`src/rtl/pair_cmd_seq.sv`:
```
module pair_cmd_seq #(
  parameter int AW        = 14,
  parameter int CW        = 9,
  parameter int T_RC      = 6,
  parameter int T_RBD     = 2,
  parameter int T_WRD     = 1,
  parameter int T_RWD_BL2 = 2,
  parameter int T_RWD_BL4 = 3,
  parameter int T_REFC    = 22,
  parameter int CL        = 5,
  parameter int REFI      = 1000
) (
  input  logic          clk,
  input  logic          rst_n,
  input  logic          req_valid,
  output logic          req_ready,
  input  logic [1:0]    req_op,
  input  logic [2:0]    req_bank,
  input  logic [AW-1:0] req_row,
  input  logic [CW-1:0] req_col,
  output logic          mem_cs_n,
  output logic          mem_fn,
  output logic [2:0]    mem_ba,
  output logic [AW-1:0] mem_a,
  output logic          rd_strobe_en,
  output logic          wr_strobe_en,
  output logic          cfg_bl4,
  output logic          cfg_interleave,
  output logic          mode_err
);
  localparam int NB      = 8;
  localparam int WL      = CL - 1;
  localparam int G_RR    = T_RBD;
  localparam int G_RW    = (T_WRD + 1 > T_RBD) ? T_WRD + 1 : T_RBD;
  localparam int G_WR2   = (T_RWD_BL2 > T_RBD) ? T_RWD_BL2 : T_RBD;
  localparam int G_WR4   = (T_RWD_BL4 > T_RBD) ? T_RWD_BL4 : T_RBD;
  localparam int TMAX    = T_REFC + T_RC + G_WR4 + G_RW;
  localparam int TW      = $clog2(TMAX + 1);
  localparam int RW      = $clog2(REFI);

  logic          phase2, p2_cs_n, p2_rd, p2_wr, p2_ref;
  logic [2:0]    p2_ba;
  logic [AW-1:0] p2_a;
  logic [TW-1:0] bank_tmr [NB];
  logic [TW-1:0] tmr_rd, tmr_wr, tmr_ref;
  logic [RW-1:0] ref_cnt;
  logic          ref_pend;
  logic [CL:0]   rd_st;
  logic [CL+1:0] rd_ex;
  logic [WL:0]   wr_st;
  logic [WL+1:0] wr_ex;
  logic          banks_idle, quiet, ref_go, acc;
  logic          is_rd, is_wr, is_ms, ms_valid, ms_pass, ms_bad;

  assign is_rd    = (req_op == 2'b00);
  assign is_wr    = (req_op == 2'b01);
  assign is_ms    = req_op[1];
  assign ms_valid = (req_bank[1:0] == 2'b00) && (req_row[2:0] == 3'b001 || req_row[2:0] == 3'b010)
                    && (req_row[6:4] == 3'(CL)) && !req_row[7];
  assign ms_pass  = (req_bank[1:0] == 2'b01);
  assign ms_bad   = !(ms_valid || ms_pass);

  always_comb begin
    banks_idle = 1'b1;
    for (int b = 0; b < NB; b++) if (bank_tmr[b] != '0) banks_idle = 1'b0;
  end

  assign quiet  = banks_idle && !(|{rd_st, rd_ex, wr_st, wr_ex}) && tmr_rd == '0 && tmr_wr == '0;
  assign ref_go = !phase2 && ref_pend && tmr_ref == '0 && quiet;
  assign req_ready = !phase2 && !ref_pend && tmr_ref == '0 &&
                     (is_ms ? quiet : (bank_tmr[req_bank] == '0 && (is_rd ? tmr_rd == '0 : tmr_wr == '0)));
  assign acc = req_valid && req_ready;

  assign rd_strobe_en = rd_st[CL] | rd_ex[CL+1];
  assign wr_strobe_en = wr_st[WL] | wr_ex[WL+1];

  always_ff @(posedge clk) begin
    if (!rst_n) begin
      mem_cs_n <= 1'b1; mem_fn <= 1'b0; mem_ba <= '0; mem_a <= '0;
      phase2 <= 1'b0; p2_cs_n <= 1'b1; p2_rd <= 1'b0; p2_wr <= 1'b0; p2_ref <= 1'b0;
      p2_ba <= '0; p2_a <= '0;
      for (int b = 0; b < NB; b++) bank_tmr[b] <= '0;
      tmr_rd <= '0; tmr_wr <= '0; tmr_ref <= '0;
      ref_cnt <= '0; ref_pend <= 1'b0;
      rd_st <= '0; rd_ex <= '0; wr_st <= '0; wr_ex <= '0;
      cfg_bl4 <= 1'b0; cfg_interleave <= 1'b0; mode_err <= 1'b0;
    end else begin
      mem_cs_n <= 1'b1; mem_fn <= 1'b0; mem_ba <= '0; mem_a <= '0;
      mode_err <= 1'b0;
      phase2   <= 1'b0;
      for (int b = 0; b < NB; b++) if (bank_tmr[b] != '0) bank_tmr[b] <= bank_tmr[b] - 1'b1;
      if (tmr_rd  != '0) tmr_rd  <= tmr_rd  - 1'b1;
      if (tmr_wr  != '0) tmr_wr  <= tmr_wr  - 1'b1;
      if (tmr_ref != '0) tmr_ref <= tmr_ref - 1'b1;
      rd_st <= {rd_st[CL-1:0], phase2 & p2_rd};
      rd_ex <= {rd_ex[CL:0],   phase2 & p2_rd & cfg_bl4};
      wr_st <= {wr_st[WL-1:0], phase2 & p2_wr};
      wr_ex <= {wr_ex[WL:0],   phase2 & p2_wr & cfg_bl4};

      if (phase2) begin
        mem_cs_n <= p2_cs_n; mem_ba <= p2_ba; mem_a <= p2_a;
        if (p2_ref) tmr_ref <= TW'(T_REFC - 1);
      end else if (ref_go) begin
        mem_cs_n <= 1'b0; phase2 <= 1'b1; ref_pend <= 1'b0;
        p2_cs_n <= 1'b0; p2_ba <= '0; p2_a <= '0;
        p2_rd <= 1'b0; p2_wr <= 1'b0; p2_ref <= 1'b1;
      end else if (acc) begin
        if (is_ms && ms_bad) begin
          mode_err <= 1'b1;
        end else begin
          phase2   <= 1'b1;
          mem_cs_n <= 1'b0;
          mem_fn   <= !is_wr;
          mem_ba   <= is_ms ? 3'b000 : req_bank;
          mem_a    <= is_ms ? '0 : req_row;
          p2_cs_n  <= !is_ms;
          p2_ba    <= is_ms ? {1'b0, req_bank[1:0]} : 3'b000;
          p2_a     <= is_ms ? req_row : {{(AW-CW){1'b0}}, req_col};
          p2_rd    <= is_rd; p2_wr <= is_wr; p2_ref <= 1'b0;
          if (!is_ms) begin
            bank_tmr[req_bank] <= TW'(T_RC - 1);
            tmr_rd <= is_rd ? TW'(G_RR - 1) : TW'(G_RW - 1);
            tmr_wr <= is_rd ? (cfg_bl4 ? TW'(G_WR4 - 1) : TW'(G_WR2 - 1)) : TW'(G_RR - 1);
          end else if (ms_valid) begin
            cfg_bl4        <= (req_row[2:0] == 3'b010);
            cfg_interleave <= req_row[3];
          end
        end
      end

      if (ref_cnt == RW'(REFI - 1)) begin
        ref_cnt  <= '0;
        ref_pend <= 1'b1;
      end else begin
        ref_cnt <= ref_cnt + 1'b1;
      end
    end
  end
endmodule

```
`config.mk`:
```
export PLATFORM = sky130hd
export DESIGN_NAME = pair_cmd_seq
export DESIGN_NICKNAME = d
export VERILOG_FILES = /design/src/rtl/pair_cmd_seq.sv
export SDC_FILE = /design/constraint.sdc
export NUM_CORES = 1
export LEC_CHECK = 0
export BUFFER_PORTS_ARGS = -buffer_cell sky130_fd_sc_hd__clkbuf_2
export CAP_MARGIN = 20
export CORE_ASPECT_RATIO = 0.6
export CORE_UTILIZATION = 40
export CTS_CLUSTER_DIAMETER = 120
export DETAILED_ROUTE_END_ITERATION = 12
export MAX_ROUTING_LAYER = met4
export SLEW_MARGIN = 0
export SYNTH_ARGS = -nofsm -noshare
export SYNTH_HDL_FRONTEND = slang
export SYNTH_SLANG_ARGS = --single-unit
```
`constraint.sdc`:
```
create_clock -name clk -period 4 [get_ports clk]
set_clock_uncertainty 0.05 [all_clocks]
set_input_delay 0.4 -clock clk [delete_from_list [all_inputs] [get_ports clk]]
set_output_delay 0.4 -clock clk [all_outputs]
set_load 0.02 [all_outputs]
```
==> flow_metrics.tcl, run 1 <==
set metrics [dict create \
    relSlewSlack_pct 51.72 \
    port-buffer-count 55 \
    dp_hpwl_um 10890 \
    cts_made_buffers 17 \
    cts_root_buf "clkbuf_16" \
    grt_max_degree 50 \
    netlist_top_cells_area "dfxtp_1 46%, nor2_1 4.5%, ha_1 3.8%" \
    async_flop_share_pct 0 \
    clock-sinks 144 \
    clockPowerShare_pct 28.8 \
    antenna_left 0 \
    critPathMaxFanout 10 \
    synthTopCellsByCount "144 x dfxtp_1, 75 x nor2_1, 60 x nand2_1, 29 x inv_1, 26 x xnor2_1" \
    antennaDiodeCount 0 \
    fp.dieH_um 98.95 \
    combinationalPowerShare_pct 35.0 \
    criticalPathCategory "reg -> reg" \
    rsz0062_at_grt "no" \
    final-instance-count-excl-fill 968 \
    seq_power_share_pct 36.3 \
    die_w_um 163.6 \
    htreeDepth 4 \
    drtIter0Drc 326 \
    syn_area_per_cell_um2 9.016 \
    start_util_pct 40.88 \
    grt_overflow_total 0 \
    fmax_mhz 283.7 \
    setup_viol_count_final 0 \
    cp-end-kind "register" \
    cts_tree "done" \
    p_int_mw 3.374 \
    postCtsHoldBufs 0 \
    drc_errors 0 \
    ioPinCount 56 \
    nets 802 \
    ys_types 52 \
    yosys_register_bits 144 \
    drive_gt1_share_pct 16.34 \
    yosysMostFrequentCell "dfxtp_1" \
    vias_per_cell 5.324 \
    hp-class "in -> reg" \
    synth-main-ff-cell "dfxtp_1" \
    final-max-slew-violation-count 0 \
    min_period_over_period_pct 88.13 \
    cts.path.max_buffers 2 \
    powerDensity_nw_per_um2 731.0 \
    maxCapViolCount 0 \
    final.setup.tns_ns 0 \
    core_area_um2 15330 \
    yosys_warnings 0 \
    hold_violations 0 \
    tightest_slew_ns 0.7152 \
    status "complete, no violations" \
    track_usage_pct 20.08 \
    p_switching_mw 1.998 \
    drt_wl_total_um 14920 \
    dieArea_um2 16190 \
    wl_per_cell_um 15.41 \
    clkLatencyLatePin_ns 0.43 \
    yosysTopAreaCellShare_pct 46.01 \
    synth_fp_nets 745 \
    worstPathRequired_ns 4.26 \
    netlist_area_um2 6266 \
    row_count 35 \
    post_cts_resized 0 \
    start_kind "register" \
    path_clk_slew_ns 0.07 \
    vdd_drop_max_mv 0.3133 \
    period_needed_ns 3.525 \
    syn_inst 695 \
    gp_congestion 0.8386 \
    worstPathArrival_ns 3.79 \
    vias 5154 \
    yosys.area.top_type "dfxtp_1" \
    firstDrtPassIters 4 \
    ys_seq_area_share_pct 46.01 \
    grt_pass1_vias 4951 \
    antenna_found_initial 0 \
    hold_slack_ns 0.1582 \
    synth-edff-count 0 \
    post_cts_buffers 0 \
    sw_frac_of_total_pct 37.19 \
    post-place-cells 934 \
    p_leak_nw 3.020 \
    area_growth_pct 17.27 \
    utilization_pct 47.94 \
    grt_pass1_wl_um 24610 \
]
==> per-stage QoR <==
stage | power (mW) | setup WS (ns) | area, um2
floorplan | 3.412 | 0.7124 | 6266
global placement | 3.730 | 0.6124 | 6731
detailed placement | 3.823 | 0.4977 | 6731
CTS | 5.389 | 0.4867 | 7306
global route | 5.756 | 0.05567 | 7348
finish | 5.372 | 0.4746 | 7348
==> cells by family after synthesis <==
family / Yosys count / synth area share, %
buffers and inverters: 54 / 3.534
AO/OA/AOI/OAI: 114 / 12.62
multiplexers: 18 / 3.075
AND/OR/NAND/NOR: 304 / 25.10
flip-flops: 144 / 46.01
XOR/XNOR: 42 / 5.871
adder cells (fa/ha/maj): 19 / 3.794
==> registers in the layout, summed over array words and instances, names as in the netlist, 2 cells and up <==
name / count
wr_st: 5
rd_ex: 7
bank_tmr: 48
rd_st: 6
p2_ba: 2
mem_ba: 3
p2_a: 14
tmr_ref: 6
wr_ex: 6
ref_cnt: 10
mem_a: 14
tmr_wr: 6
tmr_rd: 6
==> worst max-delay path: stages, from the launching register on <==
cell and delay [ns]:
dfxtp_1 0.34, inv_1 0.07, ha_1 0.17, or3b_1 0.39, or3_1 0.47, or4b_4 0.58
nand4bb_1 0.24, or4b_1 0.66, buf_4 0.25, nand4_1 0.12, o21ai_2 0.06
==> final timing paths <==
kind	startpoint	end	slack (ns)	depth (start not counted)
min reg2reg	ref_cnt[0]$_SDFF_PP0_	ref_cnt[0]$_SDFF_PP0_	0.41	1
max	tmr_ref[0]$_SDFF_PN0_	p2_a[10]$_SDFFE_PN0P_	0.47	10
min	req_row[13]	mem_a[13]$_SDFF_PN0_	0.16	2
max reg2reg	tmr_ref[0]$_SDFF_PN0_	p2_a[10]$_SDFFE_PN0P_	0.47	10
==> routing by layer <==
layer / global-route usage [%] / vias to the layer above / part of all wire [%]
met5: - / - / 0
met3: 4.377 / 18 / 4.5
met1: 28.71 / 2474 / 52
met4: 6.339 / 0 / 1.4
met2: 27.74 / 99 / 42
li1: - / 2563 / -
==> power by group through the flow <==
stage	clock network [mW]	logic, mW	registers (mW)
floorplan	0	1.49	1.92
global placement	0	1.77	1.96
detailed placement	0	1.85	1.97
CTS	1.57	1.87	1.94
global route	1.64	2.13	1.99
finish	1.55	1.88	1.95
==> layout by cell type, fill, tap and decap left out, drive strengths merged, types with 17 or more instances in the layout <==
| cell type | Yosys | layout |
|---|---|---|
| and2 | 26 | 26 |
| clkbuf | 19 | 73 |
| ha | 19 | 19 |
| nor2 | 75 | 75 |
| a21oi | 20 | 20 |
| nor4 | 19 | 19 |
| nand2 | 60 | 60 |
| o21ai | 36 | 36 |
| xnor2 | 26 | 26 |
| dfxtp | 144 | 144 |
| nand3 | 21 | 21 |
| inv | 29 | 39 |
| nand4 | 24 | 24 |
| nor3 | 20 | 20 |
| o21a | 17 | 17 |
==> cell type report <==
cell class / instances / area, um2
inverter: 29 / 108.9
clock buffer: 18 / 439.2
sequential: 144 / 2883
timing repair buffer: 63 / 362.8
clock inverter: 14 / 135.1
tap: 203 / 254.0
multi-input combinational: 497 / 3166
fill: 1462 / 7979
No activity file was read; power rests on OpenSTA's default activity.
==> run 2: changes to the inputs <==
ABC_AREA = 1   (was unset)
==> flow_metrics.tcl, run 2 <==
set metrics [dict create \
    status "complete, no violations" \
    antennaDiodeCount 0 \
    grt_pass1_vias 5529 \
    start_util_pct 41.98 \
    area_growth_pct 15.33 \
    yosys_warnings 0 \
    rsz0062_at_grt "no" \
    track_usage_pct 20.63 \
    tightest_slew_ns 0.8729 \
    setup_viol_count_final 0 \
    core_area_um2 16620 \
    top_register "bank_tmr" \
    cp-end-kind "primary output" \
    grt_pass1_wl_um 28250 \
    utilization_pct 48.41 \
    yosysMostFrequentCell "nand2_1" \
    row_count 36 \
    grt_max_degree 35 \
    min_period_over_period_pct 76.30 \
    relSlewSlack_pct 41.53 \
    clkLatencyLatePin_ns 0.43 \
    firstDrtPassIters 5 \
    antenna_found_initial 0 \
    ys_seq_area_share_pct 41.32 \
    vias 5984 \
    maxCapViolCount 0 \
    final_area_um2 8046 \
    cts_made_buffers 17 \
    drc_errors 0 \
    clock-sinks 144 \
    period_needed_ns 3.052 \
    drtIter0Drc 498 \
    syn_area_per_cell_um2 7.192 \
    gp_congestion 0.8516 \
    synth-main-ff-cell "dfxtp_1" \
    mostFrequentLayoutCells "247 x nand2_1, 144 x dfxtp_1, 136 x nor2_1" \
    post_cts_buffers 0 \
    synth_fp_nets 1020 \
    cts_tree "done" \
    yosys_register_bits 144 \
    worstPathRequired_ns 3.55 \
    post_cts_resized 0 \
    port-buffer-count 55 \
    ioPinCount 56 \
    nets 1075 \
    postCtsHoldBufs 0 \
    vias_per_cell 4.730 \
    drt_wl_total_um 16800 \
    yosys.area.top_type "dfxtp_1" \
    netlist_top_cells_area "dfxtp_1 41%, nand2_1 13%, nor2_1 7.3%" \
    path_clk_slew_ns 0.07 \
    final.setup.tns_ns 0 \
    powerDensity_nw_per_um2 733.3 \
    synth-edff-count 0 \
    worstPathArrival_ns 2.60 \
    dp_hpwl_um 12180 \
    antenna_left 0 \
    drive_gt1_share_pct 13.21 \
    wl_per_cell_um 13.28 \
    mostFrequentLayoutCell "nand2_1" \
    p_leak_nw 3.974 \
    ys_types 47 \
    place_area_um2 7451 \
    synthTopCellsByCount "247 x nand2_1, 144 x dfxtp_1, 136 x nor2_1, 133 x inv_1, 54 x nand3_1" \
    hold_slack_ns 0.1322 \
    die_w_um 172.5 \
    hp-class "in -> reg" \
    hold_violations 0 \
    final-max-slew-violation-count 0 \
    netlist_area_um2 6977 \
    cts.path.max_buffers 2 \
    largest_reg_flops 48 \
    syn_inst 970 \
    grt_overflow_total 0 \
    vdd_drop_max_mv 0.3093 \
    start_kind "register" \
    htreeDepth 4 \
    top_regs "bank_tmr x48, mem_a x14, p2_a x14" \
    fp.dieH_um 104.3 \
    critPathMaxFanout 13 \
    criticalPathCategory "reg -> out" \
    cts_root_buf "clkbuf_16" \
    async_flop_share_pct 0 \
    yosysTopAreaCellShare_pct 41.32 \
    fmax_mhz 327.7 \
    dieArea_um2 17990 \
]
==> run 2: cell types whose count changed in the layout (fill, tap and decap cells not counted), moves of 11 or more <==
| cell | delta |
|---|---|
| inv_1 | +104 |
| and2_1 | -24 |
| nand3_1 | +33 |
| nor2_1 | +61 |
| o21a_1 | -16 |
| nand2_1 | +187 |
| a22o_1 | -16 |
| nand2_2 | +11 |
| xnor2_1 | -18 |
| o21ai_0 | +13 |
| nor4_1 | -14 |
==> run 2: critical path, cell delays in order (launching register included) <==
cell	delay (ns)
dfxtp_1	0.33
inv_1	0.11
ha_1	0.16
nand2_1	0.08
nor2_4	0.21
nand2_1	0.08
nor2_1	0.24
nand3_2	0.17
nand2_2	0.12
nand2_1	0.11
nor2_4	0.34
clkbuf_2	0.24
==> run 2: per-stage QoR <==
| step | setup WS, ns | std cells | total power, mW |
|---|---|---|---|
| 6_report | 0.9481 | 1265 | 5.901 |
| 5_1_grt | 0.7032 | 1265 | 6.399 |
| 4_1_cts | 0.9325 | 1265 | 5.915 |
| 3_5_place_dp | 1.174 | 1234 | 4.271 |
| 3_3_place_gp | 1.245 | 1234 | 4.252 |
| 2_1_floorplan | 1.896 | 970 | 3.803 |
==> run 2: layer usage <==
metal  wire length (um)  GRT usage [%]
met5                  0              -
met4                134          5.247
met3                839          3.653
met2               6172          26.15
met1               9656          32.32
==> run 2: final cells by class <==
| type | count | area [um2] |
|---|---|---|
| clock buffer | 19 | 432.9 |
| clock inverter | 12 | 162.7 |
| fill | 1662 | 8574 |
| inverter | 138 | 518.0 |
| multi-input combinational | 665 | 3460 |
| sequential | 144 | 2883 |
| tap | 228 | 285.3 |
| timing repair buffer | 59 | 305.3 |
==> run 2: logic make-up after synthesis <==
kind of cell               synth area share, %
AOI/OAI and AO/OA                        6.869
xor gates and xnor gates                 4.143
adders and majority gates                3.407
buffers and inverters                    9.093
DFF                                      41.32
and+or+nand+nor                          35.17
==> run 2: final timing paths <==
| kind | start | endpoint | slack, ns | cells past startpoint |
|---|---|---|---|---|
| min reg2reg | rd_st[3]$_SDFF_PN0_ | rd_st[4]$_SDFF_PN0_ | 0.37 | 2 |
| max reg2reg | tmr_rd[0]$_SDFF_PN0_ | bank_tmr[3][1]$_SDFFE_PP0P_ | 1.31 | 11 |
| min | req_row[11] | mem_a[11]$_SDFF_PN0_ | 0.13 | 3 |
| max | tmr_rd[0]$_SDFF_PN0_ | req_ready | 0.95 | 11 |
==> run 2: power by group <==
group / internal (mW) / switching [mW]
clock: 0.983 / 0.646
combinational: 0.848 / 1.41
sequential: 1.77 / 0.245
